$ cat src/rtl/raf_pkg.sv
package raf_pkg;

    typedef enum logic [1:0] {
        MM_OFF    = 2'b00,
        MM_ALL    = 2'b01,
        MM_DIRECT = 2'b10,
        MM_GROUP  = 2'b11
    } match_mode_e;

    typedef struct packed {
        logic station;
        logic bcast;
        logic group;
    } dest_hits_t;

    function automatic logic decide(match_mode_e mode, dest_hits_t hits, logic hash_bit);
        logic keep;
        case (mode)
            MM_OFF:    keep = 1'b0;
            MM_ALL:    keep = 1'b1;
            MM_DIRECT: keep = hits.station | hits.bcast;
            default:   keep = hits.station | hits.bcast | (hits.group & hash_bit);
        endcase
        return keep;
    endfunction

endpackage

$ cat src/rtl/raf_bit_seq.sv
module raf_bit_seq #(
    parameter int ADDR_W = 48,
    localparam int CNT_W = $clog2(ADDR_W)
) (
    input  logic             clk,
    input  logic             rst,
    input  logic             frame_start,
    input  logic             bit_valid,
    output logic             busy,
    output logic [CNT_W-1:0] bit_idx,
    output logic             take,
    output logic             first,
    output logic             last
);
    localparam logic [CNT_W-1:0] LAST_IDX = CNT_W'(ADDR_W - 1);

    assign take  = busy & bit_valid & ~frame_start;
    assign first = take & (bit_idx == '0);
    assign last  = take & (bit_idx == LAST_IDX);

    always_ff @(posedge clk) begin
        if (rst) begin
            busy    <= 1'b0;
            bit_idx <= '0;
        end else if (frame_start) begin
            busy    <= 1'b1;
            bit_idx <= '0;
        end else if (take) begin
            if (last) begin
                busy    <= 1'b0;
                bit_idx <= '0;
            end else begin
                bit_idx <= bit_idx + 1'b1;
            end
        end
    end
endmodule

$ cat src/rtl/raf_dest_cmp.sv
module raf_dest_cmp
    import raf_pkg::*;
#(
    parameter int ADDR_W = 48,
    localparam int CNT_W = $clog2(ADDR_W)
) (
    input  logic              clk,
    input  logic              rst,
    input  logic              frame_start,
    input  logic              take,
    input  logic              first,
    input  logic [CNT_W-1:0]  bit_idx,
    input  logic              rx_bit,
    input  logic [ADDR_W-1:0] station,
    output dest_hits_t        hits_now
);
    logic sta_ok_q;
    logic bc_ok_q;
    logic grp_q;
    logic bit_eq;

    assign bit_eq = (rx_bit == station[bit_idx]);

    always_ff @(posedge clk) begin
        if (rst || frame_start) begin
            sta_ok_q <= 1'b1;
            bc_ok_q  <= 1'b1;
            grp_q    <= 1'b0;
        end else if (take) begin
            sta_ok_q <= sta_ok_q & bit_eq;
            bc_ok_q  <= bc_ok_q & rx_bit;
            if (first) grp_q <= rx_bit;
        end
    end

    always_comb begin
        hits_now.station = sta_ok_q & bit_eq;
        hits_now.bcast   = bc_ok_q & rx_bit;
        hits_now.group   = first ? rx_bit : grp_q;
    end
endmodule

$ cat src/rtl/raf_hash_sel.sv
module raf_hash_sel #(
    parameter int HASH_W = 6,
    localparam int TBL_N = 1 << HASH_W
) (
    input  logic [TBL_N-1:0]  tbl,
    input  logic [HASH_W-1:0] idx,
    output logic              hit
);
    assign hit = tbl[idx];
endmodule

$ cat src/rtl/raf_station_reg.sv
module raf_station_reg #(
    parameter int ADDR_W = 48
) (
    input  logic              clk,
    input  logic              rst,
    input  logic              wr_en,
    input  logic [ADDR_W-1:0] wdata,
    output logic [ADDR_W-1:0] q
);
    always_ff @(posedge clk) begin
        if (rst)        q <= '0;
        else if (wr_en) q <= wdata;
    end
endmodule

$ cat src/rtl/rx_addr_filter.sv
module rx_addr_filter
    import raf_pkg::*;
#(
    parameter int ADDR_W = 48,
    parameter int HASH_W = 6,
    localparam int CNT_W = $clog2(ADDR_W),
    localparam int TBL_N = 1 << HASH_W
) (
    input  logic              clk,
    input  logic              rst,
    input  logic              frame_start,
    input  logic              bit_valid,
    input  logic              rx_bit,
    input  logic [1:0]        match_mode,
    input  logic [TBL_N-1:0]  hash_table,
    input  logic [HASH_W-1:0] hash_idx,
    input  logic              sta_wr,
    input  logic [ADDR_W-1:0] sta_wdata,
    output logic              busy,
    output logic              verdict_valid,
    output logic              accept
);
    logic [CNT_W-1:0]  bit_idx;
    logic              take;
    logic              first;
    logic              last;
    logic [ADDR_W-1:0] sta_q;
    logic              sta_we;
    dest_hits_t        hits_now;
    logic              hash_hit;
    match_mode_e       mode_q;

    raf_bit_seq #(.ADDR_W(ADDR_W)) u_seq (
        .clk(clk), .rst(rst), .frame_start(frame_start), .bit_valid(bit_valid),
        .busy(busy), .bit_idx(bit_idx), .take(take), .first(first), .last(last)
    );

    assign sta_we = sta_wr & ~busy & ~frame_start;

    raf_station_reg #(.ADDR_W(ADDR_W)) u_sta (
        .clk(clk), .rst(rst), .wr_en(sta_we), .wdata(sta_wdata), .q(sta_q)
    );

    raf_dest_cmp #(.ADDR_W(ADDR_W)) u_cmp (
        .clk(clk), .rst(rst), .frame_start(frame_start), .take(take),
        .first(first), .bit_idx(bit_idx), .rx_bit(rx_bit),
        .station(sta_q), .hits_now(hits_now)
    );

    raf_hash_sel #(.HASH_W(HASH_W)) u_hash (
        .tbl(hash_table), .idx(hash_idx), .hit(hash_hit)
    );

    always_ff @(posedge clk) begin
        if (rst) begin
            mode_q <= MM_OFF;
        end else if (frame_start) begin
            mode_q <= match_mode_e'(match_mode);
        end
    end

    always_ff @(posedge clk) begin
        if (rst || frame_start) begin
            verdict_valid <= 1'b0;
            accept        <= 1'b0;
        end else if (last) begin
            verdict_valid <= 1'b1;
            accept        <= decide(mode_q, hits_now, hash_hit);
        end
    end
endmodule

$ cat config.mk
export PLATFORM = sky130hd
export DESIGN_NAME = rx_addr_filter
export DESIGN_NICKNAME = d
export VERILOG_FILES = /design/src/rtl/raf_pkg.sv /design/src/rtl/raf_bit_seq.sv /design/src/rtl/raf_dest_cmp.sv /design/src/rtl/raf_hash_sel.sv /design/src/rtl/raf_station_reg.sv /design/src/rtl/rx_addr_filter.sv
export SDC_FILE = /design/constraint.sdc
export NUM_CORES = 1
export LEC_CHECK = 0
export BUFFER_PORTS_ARGS = -buffer_cell sky130_fd_sc_hd__buf_2
export CORE_AREA = 5 5 112 114
export DETAILED_ROUTE_END_ITERATION = 12
export DIE_AREA = 0 0 117 119
export PLACE_DENSITY = 0.59
export REMOVE_ABC_BUFFERS = 1
export SYNTH_ARGS = -nofsm -noshare
export SYNTH_HDL_FRONTEND = slang
export SYNTH_SLANG_ARGS = --single-unit
$ cat constraint.sdc
create_clock -name clk -period 2.9 [get_ports clk]
set_input_delay 0.145 -clock clk [delete_from_list [all_inputs] [get_ports clk]]
set_output_delay 0.145 -clock clk [all_outputs]
set_load 0.02 [all_outputs]
==> flow_summary_export.csv <==
group,metric,value,unit
run_status,status,"finished, final reports clean",
sta,post-route-min-period,2.41,ns
critical_path,worstSetupStartpointType,"flip-flop",
layout,design_area,4360,sq um
sta,drv_slew,0,
critical_path,crit_start,"u_seq.bit_idx[1]",
cts,path_clk_slew,0.05,ns
global_route,grt_pass1_wl,14.7,mm
placement,dp.cells,616,
cts,cts_tree,"yes",
critical_path,worstRegToRegCells,7,
critical_path,timing.rr.end,"accept",
critical_path,timing.rr.start,"u_seq.bit_idx[1]",
routing,drc,0,
global_route,overflow,0,
die,dieArea,13900,sq um
critical_path,crit_arrival,2.61,ns
critical_path,crit_fanout,7,
layout,area_growth,31.9,%
yosys,synth_compound_area_share,12.7,%
layout,fin_nets,612,
sta,layout_setup_ws,0.488,ns
die,core-area,11300,sq um
critical_path,crit_end,"accept",
routing,vias_per_cell,4.95,
placement,place_area,4040,sq um
routing,drt_first_pass_iters,4,
cts,cts-resized-gates,0,
die,io_pins,129,
cts,cts-root-buf,"clkbuf_16",
cts,numCtsBuffers,9,
pwr,power_density,529,nW/um^2
yosys,synth-simple-area-share,21.1,%
yosys,synthXorXnorAreaFrac,1.06,%
sta,period_share,83.2,%
yosys,ys_top_cells_by_area,"dfxtp_1, nand2_1, mux4_2",
layout,antennaDiodeCount,0,
worst_hold_path,min_path_type,"in -> reg",
sta,hold_viol,0,
placement,place.gp.congestion,0.806,
cts,cts_hold_buf,0,
sta,max_freq,415,MHz
cts,cts_setup_buffers,0,
cts,clk_path_buf_depth,2,
yosys,ys_ff_latch,62,
critical_path,crit_type,"reg -> reg",
critical_path,ff2ff_setup_slack,0.49,ns
yosys,synth.mux.area_fraction,22.5,%
layout,utilization,38.6,%
global_route,grt_use_total,12.9,%
layout,drive_gt1_share,35.4,%
placement,place.port_buffers,128,
global_route,antenna_found_initial,0,
yosys,synth.top_cell.area_share,37.5,%
critical_path,end_kind,"flip-flop",
routing,drt_wl_total,9.39,mm
die,die_x,117,microns
critical_path,cp.required,3.10,ns
pwr,p_leak,1.77,nW
routing,ant_nets,0,
sta,rsz0062_at_grt,"no",
yosys,ys_async_sr_fraction,0,%
routing,avgRoutedWirePerCell,14.9,microns
die,start_util,29.2,%
run,drv_cap,0,
yosys,synthFlopType,"dfxtp_1",
yosys,yosys_warnings,0,
yosys,syn_inst,368,
die,rows,39,
global_route,grt_max_degree,49,
sta,clock_skew,0.00481,ns
routing,via_count,3127,
yosys,synth-edff-count,0,
cts,htree_levels,3,
sta,max-slew-margin-rel,58.0,%
yosys,synth_top_family_by_area,"multiplexers",
sta,setup_violations,0,
placement,dp_worst_setup_slack,0.491,ns
cts,clk_latency,0.32,ns
placement,place_hpwl,7.37,mm
sta,tns,0,ns
pwr,finalPower,2.31,mW
yosys,synth_area,3310,sq um
sta,holdWs,0.0596,ns
layout,finalNonFillerCells,632,
yosys,yosysSeqAreaShare,37.5,%
cts,cts.sinks,62,
yosys,yosysTopAreaCell,"dfxtp_1",
yosys,synthAdderAreaFrac,0.756,%
global_route,first_global_vias,3209,
yosys,synth_cell_type_count,49,
routing,drt_iter0_drc,119,
die,die_height,119,microns
sta,tightest_slew,0.622,ns
yosys,syn_area_per_cell,8.99,sq um
pwr,max-vdd-ir-drop,0.000314,V
[cell families after synthesis]
family | Yosys count
AO/OA/AOI/OAI | 72
AND/OR/NAND/NOR | 156
adder cells (fa/ha/maj) | 2
flip-flops | 62
multiplexers | 40
XOR/XNOR | 4
buffers and inverters | 32
[state kept, by name, summed over array words and instances (netlist names)]
signal / cells
u_sta.q: 48
accept: 1
u_seq.busy: 1
mode_q: 2
u_cmp.bc_ok_q: 1
u_cmp.grp_q: 1
u_cmp.sta_ok_q: 1
u_seq.bit_idx: 6
verdict_valid: 1
[cell usage in the layout (no fill, tap or decap), drive strengths merged, types with 2 or more instances in the layout]
master / netlist / routed
bufinv: 0 / 2
a21oi: 50 / 50
o211ai: 6 / 6
o22ai: 2 / 2
and2: 2 / 2
nor3: 6 / 6
mux4: 25 / 25
nand3: 7 / 7
nand2b: 3 / 3
ha: 2 / 2
clkinv: 0 / 2
mux2i: 14 / 14
and4: 2 / 2
dfxtp: 62 / 62
nand2: 105 / 105
or4: 2 / 2
buf: 9 / 134
inv: 3 / 3
nor2b: 2 / 2
clkbuf: 20 / 10
and3: 2 / 2
a31oi: 3 / 3
xnor2: 3 / 3
nor2: 12 / 12
or2: 2 / 2
or3: 2 / 2
nor3b: 3 / 3
o21ai: 4 / 4
clkinvlp: 0 / 2
[cells in the mapped netlist, types with 2 or more instances]
library cell	instances
or3_1	2
clkbuf_1	20
ha_1	2
mux2i_1	14
buf_1	3
o21ai_0	4
nor2b_1	2
nor3_1	6
nand3_1	6
nor2_1	12
buf_2	4
mux4_2	17
or2_2	2
xnor2_1	3
a21oi_1	50
inv_1	3
mux4_1	8
o211ai_1	5
and4_1	2
or4_1	2
o22ai_1	2
dfxtp_1	62
a31oi_1	3
and3_1	2
nor3b_1	2
nand2b_1	3
nand2_1	105
[worst min path at each step]
stage | from | endpoint | slack [ns] | cells after the start
floorplan | rst | u_sta.q[0] | 0.21 | 1
global placement | match_mode[0] | mode_q[0] | 0.38 | 3
detailed placement | sta_wdata[35] | u_sta.q[35] | 0.39 | 3
CTS | sta_wdata[35] | u_sta.q[35] | 0.05 | 3
global route | sta_wdata[36] | u_sta.q[36] | 0.06 | 3
finish | sta_wdata[33] | u_sta.q[33] | 0.06 | 3
[area by class of cell]
cell class	count	area [sq um]
clock inverters	6	85.1
multi-input cells	274	1920
inverters	3	11.3
repair buffers	134	686
flip-flops and latches	62	1240
clock buffers	10	239
well taps	143	179
fillers	1155	6960
[layer usage]
metal	share of wire [%]	routed length (microns)	GRT usage, %
met1	42	3980	16.3
met2	46	4290	22.0
met3	11	1030	3.35
met4	0.88	83	3.08
met5	0	0	0
[power breakdown]
group          total [mW]  internal (mW)  switching (mW)
clock                1.14          0.771           0.367
sequential          0.904          0.885          0.0195
combinational       0.268          0.142           0.125
total                2.31           1.80           0.512
[critical path: stages, from the launching register on]
cell      delay [ns]
dfxtp_1         0.46
ha_1            0.20
nand4b_1        0.19
nor3b_2         0.50
nand3_1         0.19
or4_1           0.55
o211ai_1        0.11
nand3_1         0.08
Note: power is estimated with default switching activity, not from simulation.
